**src/rtl/ee_tgt_pkg.sv**
```systemverilog
package ee_tgt_pkg;

    localparam int BYTE_W = 8;
    localparam int ADDR_W = BYTE_W + 1;
    localparam int CNT_W  = $clog2(BYTE_W + 1);

    typedef enum logic [2:0] {
        ST_IDLE,
        ST_RX,
        ST_RX_ACK,
        ST_TX,
        ST_TX_ACK
    } eng_state_e;

    typedef enum logic [1:0] {
        PH_CTRL,
        PH_WADDR,
        PH_WDATA
    } rx_phase_e;

    typedef struct packed {
        logic scl;
        logic sda;
        logic scl_rise;
        logic scl_fall;
        logic start;
        logic stop;
    } bus_ev_t;

    // Device-code and strap comparison; bit 1 of the byte is left out on purpose.
    function automatic logic ctrl_match(input logic [BYTE_W-1:0] b,
                                        input logic [3:0]        code,
                                        input logic [1:0]        strap);
        return (b[7:4] == code) && (b[3:2] == strap);
    endfunction

    // Increment inside a page of 2**pb bytes, keeping the upper bits.
    function automatic logic [ADDR_W-1:0] page_inc(input logic [ADDR_W-1:0] a,
                                                   input int                pb);
        logic [ADDR_W-1:0] mask;
        mask = ADDR_W'((1 << pb) - 1);
        return (a & ~mask) | ((a + ADDR_W'(1)) & mask);
    endfunction

endpackage

```
**src/rtl/ee_bus_sampler.sv**
```systemverilog
module ee_bus_sampler
    import ee_tgt_pkg::*;
#(
    parameter int SYNC_STAGES = 2
) (
    input  logic    clk,
    input  logic    rst,
    input  logic    scl_i,
    input  logic    sda_i,
    output bus_ev_t ev_o
);

    for (genvar i = 0; i < SYNC_STAGES; i++) begin : g_stg
        logic scl_r;
        logic sda_r;
        if (i == 0) begin : g_first
            always_ff @(posedge clk) begin
                if (rst) begin
                    scl_r <= 1'b1;
                    sda_r <= 1'b1;
                end else begin
                    scl_r <= scl_i;
                    sda_r <= sda_i;
                end
            end
        end else begin : g_next
            always_ff @(posedge clk) begin
                if (rst) begin
                    scl_r <= 1'b1;
                    sda_r <= 1'b1;
                end else begin
                    scl_r <= g_stg[i-1].scl_r;
                    sda_r <= g_stg[i-1].sda_r;
                end
            end
        end
    end

    logic scl_s, sda_s, scl_p, sda_p;
    assign scl_s = g_stg[SYNC_STAGES-1].scl_r;
    assign sda_s = g_stg[SYNC_STAGES-1].sda_r;

    always_ff @(posedge clk) begin
        if (rst) begin
            scl_p <= 1'b1;
            sda_p <= 1'b1;
        end else begin
            scl_p <= scl_s;
            sda_p <= sda_s;
        end
    end

    always_comb begin
        ev_o.scl      = scl_s;
        ev_o.sda      = sda_s;
        ev_o.scl_rise = scl_s & ~scl_p;
        ev_o.scl_fall = ~scl_s & scl_p;
        ev_o.start    = scl_s & scl_p & sda_p & ~sda_s;
        ev_o.stop     = scl_s & scl_p & ~sda_p & sda_s;
    end

endmodule

```
**src/rtl/ee_shift_unit.sv**
```systemverilog
module ee_shift_unit #(
    parameter  int W  = 8,
    localparam int CW = $clog2(W + 1)
) (
    input  logic          clk,
    input  logic          rst,
    input  logic          load,
    input  logic [W-1:0]  load_val,
    input  logic          clear,
    input  logic          count,
    input  logic          shift,
    input  logic          shift_bit,
    output logic [W-1:0]  data_o,
    output logic [CW-1:0] cnt_o
);

    always_ff @(posedge clk) begin
        if (rst) begin
            data_o <= '0;
            cnt_o  <= '0;
        end else if (load) begin
            data_o <= load_val;
            cnt_o  <= '0;
        end else begin
            if (clear)
                cnt_o <= '0;
            else if (count)
                cnt_o <= cnt_o + CW'(1);
            if (shift)
                data_o <= {data_o[W-2:0], shift_bit};
        end
    end


    cnt_range_chk: assert property (@(posedge clk) disable iff (rst)
        (count && !clear && !load) |=> (cnt_o <= CW'(W)));

endmodule

```
**src/rtl/ee_target_engine.sv**
```systemverilog
module ee_target_engine
    import ee_tgt_pkg::*;
#(
    parameter int         SYNC_STAGES = 2,
    parameter int         PAGE_BITS   = 4,
    parameter logic [3:0] DEV_CODE    = 4'b1010
) (
    input  logic              clk,
    input  logic              rst,
    input  logic              scl_i,
    input  logic              sda_i,
    input  logic [1:0]        strap_i,
    input  logic              busy_i,
    input  logic [BYTE_W-1:0] rd_data_i,
    output logic              sda_pull_o,
    output logic [ADDR_W-1:0] rd_addr_o,
    output logic              wr_valid_o,
    output logic [ADDR_W-1:0] wr_addr_o,
    output logic [BYTE_W-1:0] wr_data_o,
    output logic              commit_o
);

    bus_ev_t           ev;
    eng_state_e        st_q;
    rx_phase_e         ph_q;
    logic [ADDR_W-1:0] ptr_q;
    logic              pull_q, rd_mode_q, mack_q, wrote_q, commit_q, wr_valid_q;
    logic [ADDR_W-1:0] wr_addr_q;
    logic [BYTE_W-1:0] wr_data_q;
    logic [BYTE_W-1:0] sh_data;
    logic [CNT_W-1:0]  sh_cnt;

    ee_bus_sampler #(.SYNC_STAGES(SYNC_STAGES)) sampler_i (
        .clk  (clk),
        .rst  (rst),
        .scl_i(scl_i),
        .sda_i(sda_i),
        .ev_o (ev)
    );

    logic bit_last, byte_end, ack_end, tx_next, tx_load, tx_step;
    logic sh_shift, sh_bit, sh_count, sh_clear, ctrl_ok;

    always_comb begin
        bit_last = (sh_cnt == CNT_W'(BYTE_W));
        byte_end = (st_q == ST_RX) && ev.scl_fall && bit_last;
        ack_end  = (st_q == ST_RX_ACK) && ev.scl_fall;
        tx_next  = (st_q == ST_TX_ACK) && ev.scl_fall && mack_q;
        tx_load  = !ev.start && !ev.stop && ((ack_end && rd_mode_q) || tx_next);
        tx_step  = (st_q == ST_TX) && ev.scl_fall && !bit_last;
        sh_shift = ((st_q == ST_RX) && ev.scl_rise) || tx_step;
        sh_bit   = (st_q == ST_TX) ? 1'b1 : ev.sda;
        sh_count = ((st_q == ST_RX) || (st_q == ST_TX)) && ev.scl_rise;
        sh_clear = ev.start || ack_end;
        ctrl_ok  = ctrl_match(sh_data, DEV_CODE, strap_i) && !busy_i;
    end

    ee_shift_unit #(.W(BYTE_W)) shifter_i (
        .clk      (clk),
        .rst      (rst),
        .load     (tx_load),
        .load_val (rd_data_i),
        .clear    (sh_clear),
        .count    (sh_count),
        .shift    (sh_shift),
        .shift_bit(sh_bit),
        .data_o   (sh_data),
        .cnt_o    (sh_cnt)
    );

    always_ff @(posedge clk) begin
        if (rst) begin
            st_q       <= ST_IDLE;
            ph_q       <= PH_CTRL;
            ptr_q      <= '0;
            pull_q     <= 1'b0;
            rd_mode_q  <= 1'b0;
            mack_q     <= 1'b0;
            wrote_q    <= 1'b0;
            commit_q   <= 1'b0;
            wr_valid_q <= 1'b0;
            wr_addr_q  <= '0;
            wr_data_q  <= '0;
        end else begin
            wr_valid_q <= 1'b0;
            commit_q   <= 1'b0;
            if (ev.start) begin
                st_q      <= ST_RX;
                ph_q      <= PH_CTRL;
                pull_q    <= 1'b0;
                rd_mode_q <= 1'b0;
                wrote_q   <= 1'b0;
            end else if (ev.stop) begin
                st_q      <= ST_IDLE;
                pull_q    <= 1'b0;
                rd_mode_q <= 1'b0;
                commit_q  <= wrote_q;
                wrote_q   <= 1'b0;
            end else begin
                unique case (st_q)
                    ST_RX: if (byte_end) begin
                        unique case (ph_q)
                            PH_CTRL: begin
                                if (ctrl_ok) begin
                                    pull_q            <= 1'b1;
                                    st_q              <= ST_RX_ACK;
                                    rd_mode_q         <= sh_data[0];
                                    ptr_q[ADDR_W-1]   <= sh_data[1];
                                end else begin
                                    st_q <= ST_IDLE;
                                end
                            end
                            PH_WADDR: begin
                                ptr_q[BYTE_W-1:0] <= sh_data;
                                pull_q            <= 1'b1;
                                st_q              <= ST_RX_ACK;
                            end
                            default: begin
                                wr_valid_q <= 1'b1;
                                wr_addr_q  <= ptr_q;
                                wr_data_q  <= sh_data;
                                ptr_q      <= page_inc(ptr_q, PAGE_BITS);
                                wrote_q    <= 1'b1;
                                pull_q     <= 1'b1;
                                st_q       <= ST_RX_ACK;
                            end
                        endcase
                    end
                    ST_RX_ACK: if (ev.scl_fall) begin
                        if (rd_mode_q) begin
                            st_q   <= ST_TX;
                            pull_q <= ~rd_data_i[BYTE_W-1];
                            ptr_q  <= ptr_q + ADDR_W'(1);
                        end else begin
                            st_q   <= ST_RX;
                            pull_q <= 1'b0;
                            ph_q   <= (ph_q == PH_CTRL) ? PH_WADDR : PH_WDATA;
                        end
                    end
                    ST_TX: if (ev.scl_fall) begin
                        if (bit_last) begin
                            pull_q <= 1'b0;
                            st_q   <= ST_TX_ACK;
                        end else begin
                            pull_q <= ~sh_data[BYTE_W-2];
                        end
                    end
                    ST_TX_ACK: begin
                        if (ev.scl_rise)
                            mack_q <= ~ev.sda;
                        if (ev.scl_fall) begin
                            if (mack_q) begin
                                st_q   <= ST_TX;
                                pull_q <= ~rd_data_i[BYTE_W-1];
                                ptr_q  <= ptr_q + ADDR_W'(1);
                            end else begin
                                st_q <= ST_IDLE;
                            end
                        end
                    end
                    default: ;
                endcase
            end
        end
    end

    assign sda_pull_o = pull_q;
    assign rd_addr_o  = ptr_q;
    assign wr_valid_o = wr_valid_q;
    assign wr_addr_o  = wr_addr_q;
    assign wr_data_o  = wr_data_q;
    assign commit_o   = commit_q;


    pull_scl_low_chk: assert property (@(posedge clk) disable iff (rst)
        (!$stable(pull_q) && !$past(ev.start) && !$past(ev.stop)) |-> !$past(ev.scl));


    stop_idle_chk: assert property (@(posedge clk) disable iff (rst)
        ev.stop |=> (st_q == ST_IDLE && !sda_pull_o));


    busy_noack_chk: assert property (@(posedge clk) disable iff (rst)
        (st_q == ST_RX && ph_q == PH_CTRL && busy_i) |=> !sda_pull_o);


    page_wrap_chk: assert property (@(posedge clk) disable iff (rst)
        wr_valid_o |-> ((rd_addr_o[ADDR_W-1:PAGE_BITS] == wr_addr_o[ADDR_W-1:PAGE_BITS]) &&
                        (rd_addr_o[PAGE_BITS-1:0] ==
                         PAGE_BITS'(wr_addr_o[PAGE_BITS-1:0] + PAGE_BITS'(1)))));


    nack_release_chk: assert property (@(posedge clk) disable iff (rst)
        (st_q == ST_TX_ACK && ev.scl_fall && !mack_q && !ev.start && !ev.stop)
            |=> (st_q == ST_IDLE && !sda_pull_o));


    commit_after_stop_chk: assert property (@(posedge clk) disable iff (rst)
        commit_o |-> $past(ev.stop));

endmodule

```
**config.mk**
```make
export PLATFORM = sky130hd
export DESIGN_NAME = ee_target_engine
export DESIGN_NICKNAME = d
export VERILOG_FILES = /design/src/rtl/ee_tgt_pkg.sv /design/src/rtl/ee_bus_sampler.sv /design/src/rtl/ee_shift_unit.sv /design/src/rtl/ee_target_engine.sv
export SDC_FILE = /design/constraint.sdc
export NUM_CORES = 1
export LEC_CHECK = 0
export ABC_AREA = 1
export CORE_MARGIN = 4
export CORE_UTILIZATION = 45
export CTS_CLUSTER_SIZE = 40
export DETAILED_ROUTE_END_ITERATION = 8
export PLACE_DENSITY = 0.68
export RECOVER_POWER = 25
export SYNTH_ARGS = -nofsm -noshare
export SYNTH_HDL_FRONTEND = slang
export SYNTH_HIERARCHICAL = 1
export SYNTH_SLANG_ARGS = --single-unit
```
**constraint.sdc**
```tcl
create_clock -name clk -period 3.13 [get_ports clk]
set_input_delay 0.626 -clock clk [delete_from_list [all_inputs] [get_ports clk]]
set_output_delay 0.626 -clock clk [all_outputs]
set_load 0.02 [all_outputs]
```
==> results of run 1 <==
registers in the layout, summed over array words and instances (netlist names):
register,flops
rd_addr_o,9
wrote_q,1
wr_addr_o,9
sampler_i/scl_p,1
rd_mode_q,1
wr_data_o,8
shifter_i/cnt_o,4
sampler_i/sda_p,1
mack_q,1
ph_q,2
sampler_i/g_stg.scl_r,2
sampler_i/g_stg.sda_r,2
wr_valid_o,1
commit_o,1
sda_pull_o,1
shifter_i/data_o,8
st_q,3
per-layer routing:
| metal | global-route usage, % | wire length (um) | vias up |
|---|---|---|---|
| met5 | 0 | 0 | - |
| met4 | 3.65 | 19 | 0 |
| met3 | 3.04 | 314 | 3 |
| met2 | 30.7 | 3240 | 63 |
| met1 | 25.5 | 3470 | 1242 |
| li1 | - | - | 1441 |
per-stage QoR:
step,setup slack (ns),cells
finish,0.646,552
global route,0.424,552
CTS,0.991,552
detailed placement,1.02,544
global placement,1.04,544
floorplan,1.29,429
power breakdown:
group	switching (W)	internal [W]	leakage, nW	total (W)
combinational	0.000317	0.000196	1.13	0.000513
clock	0.000233	0.000162	0.0428	0.000396
sequential	0.0000552	0.000740	0.445	0.000796
total	0.000605	0.00110	1.62	0.00170
critical path, cell delays in order:
cell and delay (ns):
dlygate4sd3_1 0.68, clkinv_1 0.08, clkbuf_1 0.94, o21ai_0 0.23, a21oi_1 0.17
cell type report:
| cell class | instances | area [um2] |
|---|---|---|
| clock inverters | 1 | 8.76 |
| well taps | 77 | 96.3 |
| inverters | 59 | 224 |
| fillers | 639 | 2840 |
| flip-flops and latches | 55 | 1100 |
| multi-input cells | 307 | 1560 |
| clock buffers | 7 | 76.3 |
| repair buffers | 46 | 449 |
path summary, 6_finish.rpt:
| kind | endpoint | depth (start not counted) | slack (ns) |
|---|---|---|---|
| max | mack_q$_SDFFE_PP0P_ | 5 | 0.65 |
| min | sampler_i/g_stg[1].scl_r$_SDFF_PP1_ | 1 | 0.41 |
| max reg2reg | wr_data_o[5]$_SDFFE_PP0P_ | 8 | 0.96 |
| min reg2reg | sampler_i/g_stg[1].scl_r$_SDFF_PP1_ | 1 | 0.41 |
==> flow_summary_export.csv, run 1 <==
group,metric,value,unit
cells_and_area,final_common_cell,"nand2_1",
clocking,cts_resized,0,
setup_path,crit_path_start_kind,"input port",
clocking,root_buffer,"clkbuf_8",
cells_and_area,fin_util,55.3,%
placed_design,hpwlAfterDp,5.27,mm
run,max_cap_viol_count,0,
sta,slew_viol_final,0,
die,die_height,89.0,um
sta,fin_crit_sh,79.4,%
die,io_pins,44,
cells_and_area,antennaDiodeCount,0,
routing,drt-total-wl,7.04,mm
setup_path,crit_start,"rst",
cells_and_area,synthToLayoutAreaGrowth,19.1,%
routing,drtPass1Iterations,4,
routing,wl_per_cell,12.8,um
setup_path,reg2reg_from,"sampler_i/g_stg[1].sda_r$_SDFF_PP1_",
sta,layout_min_cycle_time,2.48,ns
synthesis,syn_area,2950,um2
cells_and_area,fin_nets,491,
sta,finalSetupTns,0,ns
clocking,htreeDepth,2,
placed_design,dpl_cell_area,3440,um2
cells_and_area,layout_common_cells,"95 x nand2_1, 76 x nor2_1, 55 x dfxtp_1",
clocking,cts_sinks,55,
sta,holdWs,0.413,ns
power,finalPower,0.00170,W
grt,grt_pass1_wl,11.5,mm
synthesis,yosys_warnings,6,
setup_path,arrival,2.72,ns
clocking,cts_tree,"yes",
placed_design,io_buffers,43,
grt,grt_start_max_net_pins,29,
routing,avgViaCountPerCell,4.98,
clocking,cts_hold_buf,0,
clocking,cts-buffers-inserted,5,
grt,track_usage,18.5,%
min_path,hp-start,"sampler_i/g_stg[0].scl_r$_SDFF_PP1_",
min_path,hold_path_class,"reg -> reg",
die,placementRows,29,
cells_and_area,drive_gt1_share,9.26,%
synthesis,syn_avg_cell_area,6.87,um2
placed_design,routabilityCongestion,0.950,
sta,hold_viol,0,
power,p_leak,1.62,nW
grt,antenna_found_initial,0,
synthesis,syn_inst,429,
setup_path,cp_max_fo,28,
die,core_area,6350,um2
setup_path,crit_path_end_kind,"flop",
sta,clock.fmax,0.403,GHz
outcome,status,"complete, no violations",
clocking,cts_setup_buffers,0,
routing,route.detailed.drc,0,
setup_path,setup.worst_path.class,"in -> reg",
sta,slew_headroom,13.9,%
power,ir_worst_vdd,228,uV
sta,finalSetupViolations,0,
clocking,clockBufferDepth,2,
sta,rsz0062_at_grt,"false",
sta,fin_skew,0.00966,ns
power,p_per_area,485,nW/um2
setup_path,cp.required,3.37,ns
synthesis,synth_nets,446,
die,dieArea,7910,um2
cells_and_area,final_cell_area,3510,um2
routing,via_count,2749,
grt,grt_pass1_vias,2504,
clocking,clkTransAtPathRegs,0.09,ns
routing,ant_nets,0,
grt,gr-total-overflow,0,
clocking,clock_latency,0.31,ns
sta,worstMarginPinSlew,1.29,ns
die,die_w,89.0,um
routing,drt_iter0_drc,173,
die,initial_core_util,46.4,%
No activity file was read; power rests on OpenSTA's default activity.
==> run 2: changes to the inputs <==
- PLACE_DENSITY: 0.68 -> 0.71
- clock period: 3.13 -> 2.2 ns (I/O delays scaled with it)
==> run 2 against run 1 <==
Combinational power rose by 37%. Die area stayed put. Register-to-register slack lost 0.72 ns. Critical path type is now reg -> reg. Worst setup slack got worse by 0.41 ns. Critical path depth grew 7. Critical endpoint is now shifter_i/data_o[0]$_SDFFE_PP0P_.
==> flow_summary_export.csv, run 2 (synthesis results as in run 1) <==
group,metric,value,unit
setup_path,crit_path_end_kind,"flop",
grt,gr-total-overflow,0,
placed_design,routabilityCongestion,0.889,
sta,hold_viol,0,
clocking,clock_latency,0.32,ns
setup_path,cp.required,2.41,ns
placed_design,dp.cells,547,
power,power_switching,0.000854,W
min_path,min_path_cells,1,
cells_and_area,nFillCells,638,
placed_design,hpwlAfterDp,5.40,mm
clocking,clkTransAtPathRegs,0.09,ns
min_path,hp-start,"sampler_i/g_stg[0].scl_r$_SDFF_PP1_",
setup_path,reg2reg_from,"sampler_i/g_stg[1].sda_r$_SDFF_PP1_",
setup_path,reg2regPathDepth,12,
power,p_sw_share,33.8,%
cells_and_area,fin_util,56.0,%
die,die_height,89.0,um
grt,grt_pass1_wl,12.1,mm
cells_and_area,final_cells,555,
die,dieArea,7910,um2
routing,route.detailed.drc,0,
cells_and_area,fin_nets,494,
power,ir_worst_vdd,395,uV
sta,clock.fmax,0.510,GHz
sta,fin_skew,0.0151,ns
min_path,hold_path_class,"reg -> reg",
clocking,htreeDepth,2,
routing,drt_iter0_drc,181,
routing,drt-total-wl,7.13,mm
setup_path,reg2reg_to,"shifter_i/data_o[0]$_SDFFE_PP0P_",
sta,rsz0062_at_grt,"false",
sta,slew_viol_final,0,
clocking,cts_hold_buf,0,
sta,layout_min_cycle_time,1.96,ns
routing,avgViaCountPerCell,5.03,
routing,drtPass1Iterations,4,
die,die_w,89.0,um
grt,grt_start_max_net_pins,26,
setup_path,cp_max_fo,11,
outcome,status,"complete, no violations",
die,core_area,6350,um2
setup_path,reg2reg_slack,0.24,ns
power,seq_power_share,44.7,%
clocking,root_buffer,"clkbuf_8",
clocking,cts_resized,0,
placed_design,dpl_cell_area,3480,um2
cells_and_area,drive_gt1_share,9.21,%
die,placementRows,29,
cells_and_area,final_common_cell,"nand2_1",
min_path,min_to,"sampler_i/g_stg[1].scl_r$_SDFF_PP1_",
routing,wl_per_cell,12.8,um
power,internal_power,0.00167,W
placed_design,io_buffers,43,
clocking,cts_sinks,55,
run,max_cap_viol_count,0,
sta,finalSetupViolations,0,
power,p_leak,1.67,nW
routing,ant_nets,0,
power,power_frac_comb,27.8,%
setup_path,crit_path_start_kind,"flop",
grt,track_usage,19.3,%
cells_and_area,synthToLayoutAreaGrowth,20.6,%
power,power_frac_clock,27.5,%
cells_and_area,antennaDiodeCount,0,
setup_path,setup.worst_path.class,"reg -> reg",
sta,worstMarginPinSlew,0.442,ns
die,io_pins,44,
sta,fin_crit_sh,89.1,%
cells_and_area,layout_common_cells,"96 x nand2_1, 78 x nor2_1, 55 x dfxtp_1",
setup_path,arrival,2.17,ns
cells_and_area,final_cell_area,3560,um2
routing,via_count,2793,
grt,antenna_found_initial,0,
sta,finalSetupTns,0,ns
clocking,cts_setup_buffers,0,
clocking,cts_tree,"yes",
grt,grt_pass1_vias,2666,
power,p_per_area,710,nW/um2
sta,slew_headroom,70.2,%
clocking,cts-buffers-inserted,5,
die,initial_core_util,46.4,%
clocking,clockBufferDepth,2,
[run 2: area by class of cell]
class	instances	area, um2	share of cell area, %
Inverter	59	224	6.30
Timing Repair Buffer	49	497	14.0
Clock inverter	2	38.8	1.09
Multi-Input combinational cell	307	1530	42.9
Clock buffer	6	72.6	2.04
Sequential cell	55	1100	31.0
Tap cell	77	96.3	2.71
[run 2: routing by layer]
layer / wire length (um) / up-vias / GRT usage, %
li1: - / 1446 / -
met1: 3460 / 1284 / 26.4
met2: 3350 / 56 / 32.1
met3: 260 / 7 / 3.41
met4: 56 / 0 / 4.19
met5: 0 / - / 0
[run 2: worst max-delay path, stage by stage (launching register included)]
cell     delay (ns)
dfxtp_1        0.37
inv_1          0.07
nand2_1        0.06
nor2_1         0.08
nor2_1         0.36
inv_1          0.17
nor3_1         0.20
buf_4          0.24
inv_4          0.07
nand3_1        0.08
nand3_1        0.08
nand2_1        0.06
inv_1          0.04
[run 2: how the worst max path moves through the flow]
| stage | from | endpoint | slack [ns] |
|---|---|---|---|
| 2_1_floorplan | st_q[1]$_SDFFE_PP0P_ | shifter_i/cnt_o[3]$_SDFFE_PP0P_ | 0.36 |
| 3_3_place_gp | rst | rd_mode_q$_SDFFE_PP0P_ | 0.24 |
| 3_5_place_dp | strap_i[1] | sda_pull_o$_SDFFE_PP0P_ | 0.26 |
| 4_1_cts | sampler_i/g_stg[1].sda_r$_SDFF_PP1_ | shifter_i/cnt_o[3]$_SDFFE_PP0P_ | 0.26 |
| 5_1_grt | sampler_i/scl_p$_SDFF_PP1_ | rd_addr_o[6]$_SDFFE_PP0P_ | 0.06 |
| 6_report | sampler_i/g_stg[1].sda_r$_SDFF_PP1_ | shifter_i/data_o[0]$_SDFFE_PP0P_ | 0.24 |
[run 2: power groups by stage]
| stage | clock network, W | registers, W | logic [W] |
|---|---|---|---|
| 2_1_floorplan | 0 | 0.00119 | 0.000480 |
| 3_3_place_gp | 0 | 0.00115 | 0.000729 |
| 3_5_place_dp | 0 | 0.00115 | 0.000735 |
| 4_1_cts | 0.000712 | 0.00113 | 0.000740 |
| 5_1_grt | 0.000754 | 0.00114 | 0.000776 |
| 6_report | 0.000693 | 0.00113 | 0.000701 |
[run 2: per-stage QoR]
stage / setup slack, ns / total power, W / hold WS, ns
6_report: 0.240 / 0.00252 / 0.416
5_1_grt: 0.0574 / 0.00267 / 0.447
4_1_cts: 0.259 / 0.00258 / 0.421
3_5_place_dp: 0.259 / 0.00189 / 0.397
3_3_place_gp: 0.245 / 0.00188 / 0.386
2_1_floorplan: 0.355 / 0.00167 / 0.383
==> run 3: changes to the inputs <==
- MAX_ROUTING_LAYER: not set -> met4
==> run 3 against run 2 <==
Clock skew shrank 0.0057 ns. Flip-flop and latch count is the same. Non-clock buffer count is the same. Count of clock-buffer cells in the layout shrank 1. Worst setup slack gained 0.075 ns. Sequential power is essentially flat. Critical endpoint is now rd_addr_o[0]. Largest power group unchanged.
==> flow_summary_export.csv, run 3 (synthesis results as in run 1) <==
group,metric,value,unit
die,io_pins,44,
setup_path,crit_cells,1,
setup_path,cp_cell_sequence,"clkdlybuf4s50_1",
setup_path,cp_num_buf_inv,1,
power,finalPower,0.00244,W
grt,grt_start_max_net_pins,26,
setup_path,setup.worst_path.class,"reg -> out",
run,max_cap_viol_count,0,
cells_and_area,antennaDiodeCount,0,
sta,finalSetupViolations,0,
sta,layout_min_cycle_time,1.88,ns
routing,via_count,2774,
power,power_switching,0.000877,W
grt,antenna_found_initial,0,
cells_and_area,fin_nets,494,
clocking,root_buffer,"clkbuf_8",
die,placementRows,29,
sta,rsz0062_at_grt,"false",
setup_path,crit_slowest_cell,"clkdlybuf4s50_1",
die,dieArea,7910,um2
min_path,hold_path_class,"reg -> reg",
clocking,htreeDepth,2,
setup_path,reg2reg_from,"st_q[1]$_SDFFE_PP0P_",
sta,fin_crit_sh,85.7,%
setup_path,arrival,1.44,ns
power,ir_worst_vdd,433,uV
setup_path,reg2reg_to,"shifter_i/cnt_o[3]$_SDFFE_PP0P_",
die,die_w,89.0,um
routing,drt-total-wl,7.24,mm
setup_path,cpLargestDelayFamily,"buffers and inverters",
clocking,cts_hold_buf,0,
placed_design,io_buffers,43,
sta,worstMarginPinSlew,0.417,ns
routing,avgViaCountPerCell,5.00,
cells_and_area,nFillCells,622,
power,internal_power,0.00156,W
cells_and_area,layout_common_cells,"96 x nand2_1, 76 x nor2_1, 55 x dfxtp_1",
outcome,status,"complete, no violations",
clocking,cts_setup_buffers,0,
cells_and_area,final_common_cell,"nand2_1",
routing,drt_iter0_drc,207,
power,power_frac_clock,23.6,%
clocking,cts_resized,0,
clocking,clock_latency,0.31,ns
sta,fin_skew,0.00946,ns
power,seq_power_share,46.3,%
setup_path,cp_max_fo,6,
routing,ant_nets,0,
setup_path,crit_path_start_kind,"flop",
sta,slew_viol_final,0,
power,p_sw_share,36.0,%
power,p_leak,1.67,nW
placed_design,routabilityCongestion,0.931,
clocking,cts_sinks,55,
routing,wl_per_cell,13.0,um
die,initial_core_util,46.4,%
cells_and_area,synthToLayoutAreaGrowth,20.7,%
setup_path,reg2reg_slack,0.32,ns
cells_and_area,drive_gt1_share,10.0,%
placed_design,hpwlAfterDp,5.51,mm
clocking,cts_tree,"yes",
grt,grt_pass1_wl,12.1,mm
power,p_per_area,685,nW/um2
grt,gr-total-overflow,0,
clocking,clockBufferDepth,2,
grt,grt_pass1_vias,2592,
clocking,clkTransAtPathRegs,0.11,ns
power,power_frac_comb,30.1,%
sta,clock.fmax,0.531,GHz
grt,track_usage,20.0,%
sta,finalSetupTns,0,ns
setup_path,critPathMaxStageDelay,0.66,ns
sta,slew_headroom,71.9,%
setup_path,crit_path_end_kind,"primary output",
setup_path,cp.required,1.76,ns
setup_path,reg2regPathDepth,12,
routing,route.detailed.drc,0,
setup_path,crit_start,"rd_addr_o[0]$_SDFFE_PP0P_",
die,die_height,89.0,um
die,core_area,6350,um2
clocking,cts-buffers-inserted,5,
routing,drtPass1Iterations,5,
setup_path,crit_end,"rd_addr_o[0]",
sta,hold_viol,0,
run 3: changes by cell type in the layout (fill, tap and decap cells not counted), sizes merged:
cell | before | now
bufinv | 1 | 0
clkbuf | 7 | 6
clkdlybuf4s50 | 37 | 36
clkinv | 1 | 3
dlygate4sd3 | 6 | 7
run 3: worst min-delay path by stage:
| stage | slack [ns] | to | cells past startpoint | startpoint |
|---|---|---|---|---|
| 6_report | 0.41 | sampler_i/g_stg[1].scl_r$_SDFF_PP1_ | 1 | sampler_i/g_stg[0].scl_r$_SDFF_PP1_ |
| 5_1_grt | 0.45 | sampler_i/g_stg[1].sda_r$_SDFF_PP1_ | 1 | sampler_i/g_stg[0].sda_r$_SDFF_PP1_ |
| 4_1_cts | 0.42 | sampler_i/g_stg[1].scl_r$_SDFF_PP1_ | 1 | sampler_i/g_stg[0].scl_r$_SDFF_PP1_ |
| 3_5_place_dp | 0.39 | sampler_i/g_stg[1].scl_r$_SDFF_PP1_ | 1 | sampler_i/g_stg[0].scl_r$_SDFF_PP1_ |
| 3_3_place_gp | 0.39 | sampler_i/g_stg[1].sda_r$_SDFF_PP1_ | 1 | sampler_i/g_stg[0].sda_r$_SDFF_PP1_ |
| 2_1_floorplan | 0.38 | sampler_i/g_stg[1].scl_r$_SDFF_PP1_ | 1 | sampler_i/g_stg[0].scl_r$_SDFF_PP1_ |
run 3: power groups by stage:
stage	logic (W)	registers (W)	clock network, W
2_1_floorplan	0.000480	0.00119	0
3_3_place_gp	0.000729	0.00115	0
3_5_place_dp	0.000736	0.00115	0
4_1_cts	0.000738	0.00113	0.000588
5_1_grt	0.000815	0.00114	0.000633
6_report	0.000733	0.00113	0.000575
run 3: stage by stage:
stage	worst slack [ns]	utilization (%)	hold slack (ns)	std cells	area, um2
floorplan	0.355	-	0.383	429	2950
global placement	0.256	54.9	0.385	547	3480
detailed placement	0.228	54.9	0.390	547	3480
CTS	0.289	56.2	0.416	555	3570
global route	0.0611	56.0	0.448	555	3560
finish	0.315	56.0	0.412	555	3560
run 3: cell type report:
class | count | area (um2) | area share (%)
inverter | 59 | 224 | 6.29
timing repair buffer | 49 | 497 | 14.0
sequential | 55 | 1100 | 30.9
multi-input combinational | 307 | 1550 | 43.6
clock inverter | 3 | 18.8 | 0.527
clock buffer | 5 | 68.8 | 1.93
tap | 77 | 96.3 | 2.71
run 3: metal layers:
layer	GRT usage (%)	wire length (um)	vias to the layer above
li1	-	-	1447
met1	26.7	3560	1256
met2	31.8	3330	65
met3	3.04	279	6
met4	5.41	72	0
met5	-	0	-
